<file path="config.mk">
export PLATFORM = sky130hd
export DESIGN_NAME = gauss_pwl
export DESIGN_NICKNAME = d
export VERILOG_FILES = /design/src/rtl/gauss_pwl_pkg.sv /design/src/rtl/gauss_abs.sv /design/src/rtl/gauss_seg_sel.sv /design/src/rtl/gauss_coef_rom.sv /design/src/rtl/gauss_mac.sv /design/src/rtl/gauss_pwl.sv
export SDC_FILE = /design/constraint.sdc
export NUM_CORES = 1
export LEC_CHECK = 0
export CORE_MARGIN = 8
export CORE_UTILIZATION = 30
export CTS_CLUSTER_SIZE = 16
export DETAILED_ROUTE_END_ITERATION = 7
export SLEW_MARGIN = 0
export SYNTH_ARGS = -nofsm -noshare
export SYNTH_HDL_FRONTEND = slang
export SYNTH_SLANG_ARGS = --single-unit
</file>
<file path="constraint.sdc">
create_clock -name clk -period 1.1 [get_ports clk]
set_input_delay 0.22 -clock clk [delete_from_list [all_inputs] [get_ports clk]]
set_output_delay 0.22 -clock clk [all_outputs]
set_load 0.005 [all_outputs]
</file>
<file path="src/rtl/gauss_pwl_pkg.sv">
package gauss_pwl_pkg;

  localparam int SEG_N = 5;

  // Segment boundaries and line coefficients, in thousandths.
  localparam int MILLI_BP [SEG_N-1] = '{600, 1200, 1800, 2400};
  localparam int MILLI_K  [SEG_N]   = '{-275, -580, -480, -238, -93};
  localparam int MILLI_B  [SEG_N]   = '{1000, 1183, 1063, 628, 280};

  // Round a value given in thousandths to the nearest fixed-point code.
  function automatic int milli_to_fix(input int v, input int frac);
    int scaled;
    if (v >= 0) begin
      scaled = (v * (1 << frac) + 500) / 1000;
    end else begin
      scaled = -((-v * (1 << frac) + 500) / 1000);
    end
    return scaled;
  endfunction

endpackage

</file>
<file path="src/rtl/gauss_abs.sv">
module gauss_abs #(
  parameter int W = 16
) (
  input  logic [W-1:0] arg,
  output logic [W-1:0] mag
);
  localparam logic [W-1:0] MOST_NEG = {1'b1, {(W-1){1'b0}}};
  localparam logic [W-1:0] MOST_POS = {1'b0, {(W-1){1'b1}}};

  always_comb begin
    if (!arg[W-1]) begin
      mag = arg;
    end else if (arg == MOST_NEG) begin
      mag = MOST_POS;
    end else begin
      mag = (~arg) + 1'b1;
    end
  end
endmodule

</file>
<file path="src/rtl/gauss_seg_sel.sv">
module gauss_seg_sel
  import gauss_pwl_pkg::*;
#(
  parameter int W     = 16,
  parameter int F     = 7,
  parameter int SEG_W = $clog2(SEG_N)
) (
  input  logic [W-1:0]     mag,
  output logic [SEG_W-1:0] seg
);
  logic [SEG_N-2:0] hit;

  for (genvar i = 0; i < SEG_N - 1; i++) begin : g_cmp
    localparam logic [W-1:0] BP_CODE = W'(milli_to_fix(MILLI_BP[i], F));
    assign hit[i] = (mag >= BP_CODE);
  end

  always_comb begin
    seg = '0;
    for (int i = 0; i < SEG_N - 1; i++) begin
      seg = seg + SEG_W'(hit[i]);
    end
  end
endmodule

</file>
<file path="src/rtl/gauss_coef_rom.sv">
module gauss_coef_rom
  import gauss_pwl_pkg::*;
#(
  parameter int W     = 16,
  parameter int F     = 7,
  parameter int SEG_W = $clog2(SEG_N)
) (
  input  logic [SEG_W-1:0]    addr,
  output logic signed [W-1:0] slope,
  output logic signed [W-1:0] icpt
);
  localparam int DEPTH = 1 << SEG_W;

  logic signed [W-1:0] k_mem [DEPTH];
  logic signed [W-1:0] b_mem [DEPTH];

  // Entries past the last segment repeat it, so every address is defined.
  for (genvar i = 0; i < DEPTH; i++) begin : g_ent
    localparam int IDX = (i < SEG_N) ? i : SEG_N - 1;
    assign k_mem[i] = W'(milli_to_fix(MILLI_K[IDX], F));
    assign b_mem[i] = W'(milli_to_fix(MILLI_B[IDX], F));
  end

  assign slope = k_mem[addr];
  assign icpt  = b_mem[addr];
endmodule

</file>
<file path="src/rtl/gauss_mac.sv">
module gauss_mac #(
  parameter int W = 16,
  parameter int F = 7
) (
  input  logic [W-1:0]        mag,
  input  logic signed [W-1:0] slope,
  input  logic signed [W-1:0] icpt,
  output logic [W-1:0]        result
);
  localparam int PW = 2 * W;
  localparam logic signed [PW-1:0] HALF = PW'(1) <<< (F - 1);
  localparam logic signed [PW-1:0] ONE  = PW'(1) <<< F;

  logic signed [PW-1:0] prod;
  logic signed [PW-1:0] scaled;
  logic signed [PW-1:0] sum;

  always_comb begin
    prod   = PW'(slope) * PW'($signed(mag));
    scaled = (prod + HALF) >>> F;
    sum    = scaled + PW'(icpt);
    if (sum < 0) begin
      result = '0;
    end else if (sum > ONE) begin
      result = W'(ONE);
    end else begin
      result = W'(sum);
    end
  end
endmodule

</file>
<file path="src/rtl/gauss_pwl.sv">
module gauss_pwl
  import gauss_pwl_pkg::*;
#(
  parameter int W = 16,
  parameter int F = 7
) (
  input  logic         clk,
  input  logic         rst_n,
  input  logic         in_valid,
  input  logic [W-1:0] in_data,
  output logic         out_valid,
  output logic [W-1:0] out_data
);
  localparam int SEG_W = $clog2(SEG_N);
  localparam logic [W-1:0] ONE_CODE  = W'(1 << F);
  localparam logic signed [W-1:0] TAIL_CODE = W'(3 << F);

  logic [W-1:0]        mag;
  logic [SEG_W-1:0]    seg;
  logic signed [W-1:0] slope;
  logic signed [W-1:0] icpt;
  logic [W-1:0]        act;
  logic                valid_nxt;
  logic [W-1:0]        data_nxt;

  gauss_abs #(.W(W)) u_abs (
    .arg (in_data),
    .mag (mag)
  );

  gauss_seg_sel #(.W(W), .F(F), .SEG_W(SEG_W)) u_sel (
    .mag (mag),
    .seg (seg)
  );

  gauss_coef_rom #(.W(W), .F(F), .SEG_W(SEG_W)) u_rom (
    .addr  (seg),
    .slope (slope),
    .icpt  (icpt)
  );

  gauss_mac #(.W(W), .F(F)) u_mac (
    .mag    (mag),
    .slope  (slope),
    .icpt   (icpt),
    .result (act)
  );

  // Next-state logic, with the data register enabled by in_valid.
  always_comb begin
    valid_nxt = in_valid;
    data_nxt  = out_data;
    if (in_valid) begin
      data_nxt = act;
    end
  end

  always_ff @(posedge clk or negedge rst_n) begin
    if (!rst_n) begin
      out_valid <= 1'b0;
      out_data  <= '0;
    end else begin
      out_valid <= valid_nxt;
      out_data  <= data_nxt;
    end
  end

  // the result strobe follows the argument strobe by one cycle
  a_r8_valid_follows: assert property (@(posedge clk) disable iff (!rst_n)
    in_valid |=> out_valid);
  a_r8_valid_drops: assert property (@(posedge clk) disable iff (!rst_n)
    !in_valid |=> !out_valid);
  a_r8_hold: assert property (@(posedge clk) disable iff (!rst_n)
    !in_valid |=> $stable(out_data));
  // the result always lies between 0 and 1.0
  a_r6_range: assert property (@(posedge clk) disable iff (!rst_n)
    out_valid |-> (out_data <= ONE_CODE));
  // a magnitude of 3.0 or more gives 0
  a_r6_tail: assert property (@(posedge clk) disable iff (!rst_n)
    (in_valid && ($signed(in_data) >= TAIL_CODE || $signed(in_data) <= -TAIL_CODE))
    |=> (out_data == '0));
  // a zero argument gives the peak value
  a_r5_peak: assert property (@(posedge clk) disable iff (!rst_n)
    (in_valid && in_data == '0) |=> (out_data == ONE_CODE));
endmodule

</file>
==> run summary, run 1 <==
The die is 190 um wide. Based on the critical path, the design can be clocked at up to 100 MHz. No sink is reached through more buffers than the 2 on the longest clock path. Slowest cell on the critical path: or4_4. The logs give 46.7 mm for the wire length of the first global-routing pass and -8.86 ns for the final worst setup slack. Setup repair after global routing could not meet its margin everywhere.

Summed over all layers, the global routing overflow is 0. The number of flip-flops and latches in the synthesized netlist is 17, and the post-detailed-route via-to-cell ratio is 4.69. The number of CTS-inserted buffers is 3, and the post-place instance area is 12,500 um^2.

The worst path uses 905% of the clock period. The share of flip-flops with an asynchronous set or reset after synthesis was 100%. The cell that appears most often on the critical path is fa_1. Subtracting the final worst setup slack from the clock period gives 9.96 ns. The run gives 10.13 ns as the worst endpoint data arrival time. The number of nets in the synthesized netlist is 1,332. The final route contains 8,562 vias. The tools report the cell area after technology mapping as 9110 um^2.

The final reports fail on negative setup slack. On the final layout, the worst clock skew is 0 ns. The worst setup path is of the input pin to register kind. Initial cell density of the core: 30.1%. The clock transition at the registers of the reported paths is 0.05 ns. The final-layout fill cell count is 2,967.

The tools report the via count of the first global-routing pass as 9,553. The most used flip-flop cell after synthesis is dfrtp_1. During placement, the flow inserted port buffers numbering 35.

The type of origin of the critical path is an input pin. Data on the critical path is required at its endpoint by 1.27 ns. Setup violations remaining at the end of the flow were counted as 8.

0 antenna diodes ended up in the layout. The die area was 36,200 um^2; the peak fanout along the critical path was 7. Compared with the post-synthesis result, the final layout area differs by 47.8%. Max-cap violations in this run came to 0. The tree is rooted in a clkbuf_16. The logs give 4.67% for the fraction of the yosys area taken by sequential cells and 294 for the number of violations reported at the end of detailed-routing iteration 0. Core outline area: 30,300 um^2.

In this run, post-CTS hold repair placed 0 buffers. Worst min-delay path category: input pin to asynchronous set/reset pin. TritonCTS built the clock tree. Endpoint kind of the worst setup timing path: a register. Vertical die dimension: 190 um. The count of distinct cell types in the synthesized netlist came out at 81. Synthesis produced a netlist whose cell count is 1,055. The congestion estimate from routability-driven global placement came to 0.887.

The number of H-tree levels was 1. The post-route netlist has 38.8% of its cells at a drive strength greater than 1. Clock tree synthesis found a total of 17 sinks.

The total global routing track utilization came out at 15.4%. For the pin with the worst max-slew slack, the measured transition is 0.467 ns. The flow ran to the end, but the final reports show violations. The floorplan has 64 rows. After the last flow step, the layout net total stands at 1,708. A synthesized cell averages 8.64 um^2. The max-slew violation count is 0. The largest single stage delay on the critical path is 0.52 ns. The logs give 0 for the final number of hold-violating endpoints and 26.8 mm for the total length of routed wires. The routed length per placed instance was 14.7 um; the post-route cell area was 13,500 um^2. The first detailed-routing pass ran for 5 iterations. In this run the tightest slew margin relative to its limit is 68.5%. Pin count of the biggest net entering global routing: 18. The synthesized design contains 0 enable-type register cells. The tools report the remaining design rule violation count as 0. During synthesis, Yosys emitted a total of 0 warnings.

At the later pin of the worst-skew pair, clock insertion delay measures 0.25 ns. The remaining antenna violation count is 0, and the total I/O pin count is 36. The HPWL after detailed placement is 23.4 mm. The number of antenna violations at the first check in global routing was 0.
## kinds of logic (layout without fill, tap and decap cells)
| family | after synthesis | in the layout | share of synthesized area, % |
|---|---|---|---|
| AND/OR/NAND/NOR | 295 | 295 | 16.7 |
| multiplexers | 7 | 7 | 0.824 |
| AO/OA/AOI/OAI | 180 | 180 | 13.9 |
| XOR/XNOR | 40 | 40 | 4.00 |
| buffers and inverters | 258 | 633 | 10.9 |
| adder cells (fa/ha/maj) | 258 | 258 | 49.0 |
| flip-flops | 17 | 17 | 4.67 |
## routing by layer
layer	GRT usage [%]	wire (um)	vias to the layer above
li1	-	-	4170
met3	1.01	857	48
met5	0	0	-
met4	3.16	658	0
met1	20.5	12200	4195
met2	27.1	13100	149
## repair_timing
action,CTS,global route
buffers inserted,36,16
resized for setup,152,72
endpoints found under the setup margin,25,14
pin swaps,71,55
## flip-flops by register name (all words and copies together), names as in the netlist
name	count
out_data	16
out_valid	1
## final cells by class
type,count,area (um^2),area share [%]
inverter,228,872,6.48
timing repair buffer,401,3090,22.9
clock buffer,3,75.1,0.557
clock inverter,1,5.00,0.0372
multi-input combinational,780,8510,63.2
sequential,17,425,3.16
tap,396,495,3.68
## worst max-delay path, delay by kind of cell
| kind | cells | cell delay (ns) |
|---|---|---|
| and+or+nand+nor | 9 | 2.48 |
| xor gates and xnor gates | 2 | 0.33 |
| AOI/OAI and AO/OA | 8 | 1.64 |
| adders and majority gates | 11 | 4.34 |
| buffers and inverters | 15 | 1.12 |
## placed cells by master, fill, tap and decap left out, drive strengths merged, types with 16 or more instances in the layout
cell   instances
buf          378
inv          226
fa           165
ha            93
nor2          86
nand2         82
a21oi         46
o21ai         37
xnor2         23
dfrtp         17
nor3          17
xor2          16
## Yosys cell counts, types with 3 or more instances
cell       number  area, um^2
and3_1         10        62.6
or2_2           4        25.0
and2_1          7        43.8
buf_1           3        11.3
buf_2          11        55.1
dfrtp_1        17         425
nor3_1         16        80.1
a21o_1         14         105
nor2_1         86         323
clkinv_1        3        11.3
or4_1           3        22.5
and4_1          4        35.0
nor3b_1         3        22.5
nand2_1        82         308
nor2b_1        13        81.3
o21bai_1        6        45.0
o211ai_1        4        30.0
fa_1          165        3300
o2bb2ai_1       8        70.1
nand2b_1        8        50.1
clkbuf_1       14        52.6
o41ai_1         3        26.3
ha_1           93        1160
a21oi_1        46         230
or3_1          10        62.6
nand4_1        11        68.8
a221oi_1        3        26.3
xnor2_1        23         201
o31ai_1         7        52.6
a211o_1         4        35.0
nand3_1        14        70.1
o21ai_0        35         175
a211oi_1        8        60.1
mux2i_1         6        60.1
xor2_1         16         140
a31oi_1         4        25.0
inv_1         225         845
o21a_1         10        75.1
nor4_1          5        31.3
## worst paths after layout
path                                          from                  endpoint  slack [ns]  depth (start not counted)
max                                     in_data[1]   out_data[2]$_DFFE_PN0P_       -8.86                         45
min                                          rst_n  out_data[14]$_DFFE_PN0P_        0.29                          2
min in group clk           out_data[6]$_DFFE_PN0P_   out_data[6]$_DFFE_PN0P_        0.49                          1
max in group asynchronous                    rst_n   out_data[6]$_DFFE_PN0P_        0.63                          2
min reg2reg                out_data[6]$_DFFE_PN0P_   out_data[6]$_DFFE_PN0P_        0.49                          1
max reg2reg                out_data[7]$_DFFE_PN0P_   out_data[7]$_DFFE_PN0P_        0.07                          2
## stage by stage
stage / cells / hold WS [ns] / setup WS [ns] / setup TNS [ns] / utilization (%)
floorplan: 1055 / -0.0756 / -8.92 / -71.06 / -
global placement: 1771 / 0.473 / -9.63 / -76.99 / 41.3
detailed placement: 1771 / 0.481 / -9.74 / -77.72 / 41.3
CTS: 1810 / 0.287 / -8.90 / -70.79 / 43.3
global route: 1826 / 0.345 / -9.23 / -73.69 / 44.5
finish: 1826 / 0.286 / -8.86 / -70.63 / 44.5
Power of run 1 is left out: the tool's default activity adds up to more than one toggle a clock period on the data nets, which glitch-free logic cannot reach.
==> run 2, diff against run 1 <==
Settings changed: CORE_MARGIN 8 to default, CTS_CLUSTER_SIZE 16 to 40.
==> run summary, run 2 (synthesis gave the netlist of run 1 again) <==
On the critical path, the stage with the largest delay is an instance of or4_4. The worst endpoint data arrival time was 10.21 ns (+0.08 ns); the total of endpoints with negative setup slack in the final report was 8 (unchanged). The tools report the wire length of the first global-routing pass as 45.9 mm (-1.7%). The tools report the relative slew slack as 62.7% (-5.8 points). The vertical die dimension was 176 um (-7.4%). The number of H-tree levels came out at 1 (unchanged). The via total after detailed routing was 8,402 (-1.9%); the total length of routed wires was 26.2 mm (-2.1%).

The die area was 31,100 um^2 (-14%); the worst-case reg-to-reg path depth was 3 (+1). Insertion delay to the later sink of the worst-skew pair: 0.24 ns (about the same). From synthesis to final layout, the design area changed by 46.8%. The post-detailed-route via-to-cell ratio is 4.67 (-0.34%), and the biggest cell delay along the critical path is 0.57 ns (+0.05 ns). The largest clock skew in the final design came out at 0 ns (unchanged). The number of sinks on the clock net is 17 (unchanged). The number of violations reported at the end of detailed-routing iteration 0 is 314 (+6.8%). Leaving out fill and tap cells, the most frequent cell in the layout is buf_4. The number of buffers added on ports was 35 (unchanged).

The checks that failed: negative setup slack. Minimum clock period: 10.05 ns (+0.0909 ns). The run gives 8550 um^2 (+0.57%) as the area used by multi-input combinational logic. The most used cell along the critical path was fa_1. The floorplan row count was 63 (-1.6%). The required time at the worst-slack endpoint came out at 1.27 ns (about the same).

The worst setup timing slack at the placement stage came out at -9.74 ns (-0.0000300 ns). The largest registers in the layout are out_data (16), out_valid (1). The via count of the first global-routing pass was 9,388 (-1.7%). The transition at the pin with the smallest max-transition slack works out to 0.554 ns (+0.0867 ns). The count of maximum capacitance violations came out at 0 (unchanged). The remaining global-route overflow came out at 0 (unchanged). The core outline area came out at 29,800 um^2 (-1.6%).

For the number of antenna violations at the first check in global routing, the log shows 0 (unchanged). Routed length per placed instance: 14.6 um (-0.58%). The run gives 0 (unchanged) as the count of antenna diodes in the layout.

The register ranked first by flip-flop count was out_data. The routability congestion estimate came out at 0.895 (+0.94%). Setup repair after global routing could not meet its margin everywhere.

The critical setup path kind is input pin to register. The peak fanout along the critical path came out at 7 (unchanged). Total global routing track utilization: 18.1% (+2.7 points).

For the final worst setup slack, the log shows -8.95 ns (-0.0909 ns). The fmax is 99.5 MHz (-0.91%), and the initial cell density of the core is 30.6% (+0.48 points). The number of nets in the layout came out at 1,686 (-1.3%). The worst min-delay path category is input pin to asynchronous set/reset pin. The pin count of the biggest net entering global routing was 18 (unchanged); the worst hold slack across all endpoints was 0.293 ns (+0.00682 ns).

The fraction of final layout cells sized beyond drive strength 1 came out at 37.4% (-1.5 points). The post-layout instance count excluding filler cells came out at 1,798 (-1.5%). The final number of hold-violating endpoints is 0 (unchanged). The clock transition at the registers of the reported paths was 0.05 ns (about the same).

The endpoint kind of the worst setup timing path was a register. TritonCTS built the clock tree. The run gives 1,752 (-1.1%) as the cell count after placement. For the remaining design rule violation count, the log shows 0 (unchanged). The flip-flop count of the largest register, all copies and words added was 16 (unchanged).

The total I/O pin count was 36 (unchanged); the max-slew violation count was 0 (unchanged). The run gives 0 (unchanged) as the remaining antenna violation count. The logs give 22.8 mm (-2.5%) for the HPWL reported at the end of detailed placement and 5 (unchanged) for the number of iterations in the first detailed-routing pass. Number of CTS-inserted buffers: 3 (unchanged). The flow ran to the end, but the final reports show violations. The buffer type at the clock tree root was clkbuf_16. The library cells used most frequently in the layout, excluding fill and tap cells, are buf_4 (334), inv_1 (210), fa_1 (161). For the flip-flop and latch area, the log shows 425 um^2 (unchanged).

The type of origin of the critical path was an input pin. The horizontal die dimension is 176 um (-7.4%). For the buffer levels on the longest clock path, the log shows 2 (unchanged). The portion of the clock cycle consumed by the worst path in the final layout is 913% (+8.3 points). Final-layout fill cell count: 2,901 (-2.2%).
-- run 2: through the flow --
step	instance area (um^2)	TNS, ns	utilization [%]
global route	13400	-74.69	44.9
global placement	12400	-77.28	41.7
finish	13400	-71.17	44.9
CTS	13200	-70.59	44.1
detailed placement	12400	-77.66	41.7
floorplan	9520	-71.06	-
-- run 2: final timing paths --
check,start,to,slack (ns)
max,in_data[11],out_data[0]$_DFFE_PN0P_,-8.95
min,rst_n,out_data[8]$_DFFE_PN0P_,0.29
max reg2reg,out_data[7]$_DFFE_PN0P_,out_data[7]$_DFFE_PN0P_,-0.04
min reg2reg,out_data[5]$_DFFE_PN0P_,out_data[5]$_DFFE_PN0P_,0.50
max in group asynchronous,rst_n,out_data[6]$_DFFE_PN0P_,0.62
min in group clk,out_data[5]$_DFFE_PN0P_,out_data[5]$_DFFE_PN0P_,0.50
-- run 2: worst max-delay path: cells and delay by family --
kind / cells / cell delay, ns
buffers and inverters: 11 / 0.68
AO/OA/AOI/OAI: 7 / 1.45
XOR/XNOR: 1 / 0.10
adder cells (fa/ha/maj): 12 / 4.48
AND/OR/NAND/NOR: 14 / 3.25
-- run 2: metal layers --
metal	global-route usage [%]	up-vias	routed length, um
met4	3.30	0	420
li1	-	4130	-
met3	0.991	26	811
met1	24.7	4107	12100
met2	31.7	139	12900
met5	0	-	0
-- run 2: timing repair --
action | in CTS | in global routing
gates resized for setup | 172 | 43
endpoints found under the hold margin | 0 | 0
hold buffers | 0 | 0
pin swaps | 82 | 51
buffers inserted | 34 | 9
gates cloned | 0 | 0
setup endpoints to repair | 25 | 17
-- run 2: layout make-up --
cell class                      count  area share [%]
Clock buffer                        4           0.589
Timing Repair Buffer              379            22.1
Sequential cell                    17            3.18
Inverter                          228            6.52
Multi-Input combinational cell    780            63.9
Tap cell                          390            3.65
Power of run 2 is left out for the same reason.
==> run 3, diff against run 2 <==
Settings changed: REMOVE_ABC_BUFFERS from default to 1.
==> run summary, run 3 (synthesis gave the netlist of run 1 again) <==
For the number of H-tree levels, the log shows 1 (unchanged). Minimum clock period: 10.06 ns (+0.00876 ns). The via total after detailed routing was 8,642 (+2.9%).

The portion of the clock cycle consumed by the worst path in the final layout was 914% (about the same); the worst endpoint data arrival time was 10.22 ns (about the same). The fraction of final layout cells sized beyond drive strength 1 is 36.3% (-1.0 points), and the core occupancy in the finished layout is 44.5% (-0.37 points). The die area was 31,100 um^2 (unchanged). Floorplan row count: 63 (unchanged). The biggest cell delay along the critical path came out at 0.59 ns (+0.02 ns).

The clock transition at the registers of the reported paths is 0.05 ns (about the same). The remaining design rule violation count came out at 0 (unchanged). The setup TNS came out at -71.41 ns (-0.240 ns). The vertical die dimension came out at 176 um (unchanged). The logs give 18.5% (+0.41 points) for the total global routing track utilization and 0 (unchanged) for the count of antenna diodes in the layout. The tools report the worst hold slack across all endpoints as 0.305 ns (+0.0122 ns). Final-layout fill cell count: 2,919 (+0.62%). Cell count after placement: 1,749 (-0.17%). The endpoint kind of the worst setup timing path is a register. The flip-flop count of the largest register, all copies and words added was 16 (unchanged).

Setup repair after global routing could not meet its margin everywhere. The core outline area is 29,800 um^2 (unchanged), and the number of sinks on the clock net is 17 (unchanged). The number of violations reported at the end of detailed-routing iteration 0 is 418 (+33%). The run finished, with violations left. The post-detailed-route via-to-cell ratio is 4.78 (+2.3%), and the largest clock skew in the final design is 0 ns (unchanged).

The tools report the insertion delay to the later sink of the worst-skew pair as 0.25 ns (about the same). The tools report the via count of the first global-routing pass as 9,597 (+2.2%). The logs give 1,695 (+0.53%) for the number of nets in the layout and 3 (unchanged) for the number of CTS-inserted buffers. The tools report the final worst setup slack as -8.96 ns (-0.00876 ns). The checks that failed: negative setup slack. The slowest stage of the critical path is the fa_2 cell.

The most used cell along the critical path was fa_1. The run gives 0 (unchanged) as the number of hold-repair buffers added at the cts stage. In this run the critical register-to-register path is launched from out_data[7]$_DFFE_PN0P_. The final number of hold-violating endpoints came out at 0 (unchanged). The top cell types in the final layout, fill and taps aside, are buf_4 (345), inv_1 (215), fa_1 (164). TritonCTS built the clock tree.

The routability congestion estimate was 0.904 (+0.98%). The number of antenna violations at the first check in global routing was 0 (unchanged). The worst-case reg-to-reg path depth is 3 (unchanged), and the total of endpoints with negative setup slack in the final report is 8 (unchanged). The area growth from synthesis to layout is 45.6%. The post-layout instance count excluding filler cells came out at 1,807 (+0.50%).

The logs give 99.5 MHz (about the same) for the fmax and 5 (unchanged) for the number of iterations in the first detailed-routing pass. Most frequent standard cell in the layout excluding fill and tap cells: buf_4. The tools report the total I/O pin count as 36 (unchanged). The initial cell density of the core was 30.6% (unchanged); the routed length per placed instance was 14.8 um (+1.3%). The peak fanout along the critical path was 7 (unchanged).

The worst min-delay path category is input pin to asynchronous set/reset pin. For the HPWL reported at the end of detailed placement, the log shows 22.3 mm (-2.0%). The register with the most flip-flops in the final layout is out_data. The worst setup path is launched from an input pin.

The largest registers in the layout are out_data (16), out_valid (1). The horizontal die dimension is 176 um (unchanged), and the relative slew slack is 65.7% (+3.0 points). The run gives 0 (unchanged) as the count of maximum capacitance violations. The required time at the worst-slack endpoint was 1.27 ns (about the same).

The critical path is of the input pin to register type. For the remaining global-route overflow, the log shows 0 (unchanged). The transition at the pin with the smallest max-transition slack is 0.511 ns (-0.0431 ns), and the number of buffers added on ports is 35 (unchanged). The run gives 26.7 mm (+1.8%) as the total length of routed wires. For the max-slew violation count, the log shows 0 (unchanged).

Flop-to-flop setup slack: -0.02 ns (+0.02 ns). The tools report the remaining antenna violation count as 0 (unchanged). The end of the worst register-to-register path is out_data[7]$_DFFE_PN0P_. Clock tree synthesis selected as its root buffer the cell clkbuf_16. The run gives 46.7 mm (+1.9%) as the wire length of the first global-routing pass. The launch point of the critical path is in_data[9]. The logs give 18 (unchanged) for the pin count of the biggest net entering global routing and 2 (unchanged) for the buffer levels on the longest clock path.
run 3: cell types whose count changed in the layout (fill, tap and decap cells not counted), sizes merged:
cell	delta
buf	+7
clkdlybuf4s15	-4
dlygate4sd2	+1
clkbuf	+4
clkinv	+2
inv	-1
run 3: area by class of cell:
cell class	instances	area [um^2]	share of cell area, %
Clock buffer	3	75.1	0.566
Clock inverter	1	5.00	0.0377
Inverter	228	866	6.52
Multi-Input combinational cell	780	8430	63.5
Sequential cell	17	425	3.21
Tap cell	390	488	3.68
Timing Repair Buffer	388	2990	22.5
run 3: worst max-delay path, delay by kind of cell:
kind | cells | cell delay [ns]
adders and majority gates | 10 | 4.35
AOI/OAI and AO/OA | 8 | 1.61
and+or+nand+nor | 13 | 3.06
buffers and inverters | 11 | 0.87
xor gates and xnor gates | 1 | 0.10
run 3: metrics by stage:
stage / setup WS (ns) / instance area, um^2
floorplan: -9.77 / 8980
global placement: -9.89 / 12100
detailed placement: -10.13 / 12100
CTS: -9.02 / 13000
global route: -9.44 / 13300
finish: -8.96 / 13300
run 3: routing by layer:
metal | share of wire, % | vias up | track usage (%)
li1 | - | 4142 | -
met1 | 44 | 4273 | 24.3
met4 | 1.8 | 0 | 3.55
met2 | 50 | 187 | 33.0
met3 | 3.9 | 40 | 1.74
met5 | 0 | - | 0
run 3: worst max-delay path by stage:
stage / to / depth (start not counted)
5_1_grt: out_data[5]$_DFFE_PN0P_ / 47
4_1_cts: out_data[1]$_DFFE_PN0P_ / 46
3_3_place_gp: out_data[1]$_DFFE_PN0P_ / 45
3_5_place_dp: out_data[3]$_DFFE_PN0P_ / 45
2_1_floorplan: out_data[0]$_DFFE_PN0P_ / 47
6_report: out_data[5]$_DFFE_PN0P_ / 43
run 3: repair_timing:
item                                    4_1_cts  5_1_grt
endpoints found under the setup margin       25       15
resized for setup                           191       67
pin swaps                                    81       57
setup buffers                                37       18
Power of run 3 is left out for the same reason.
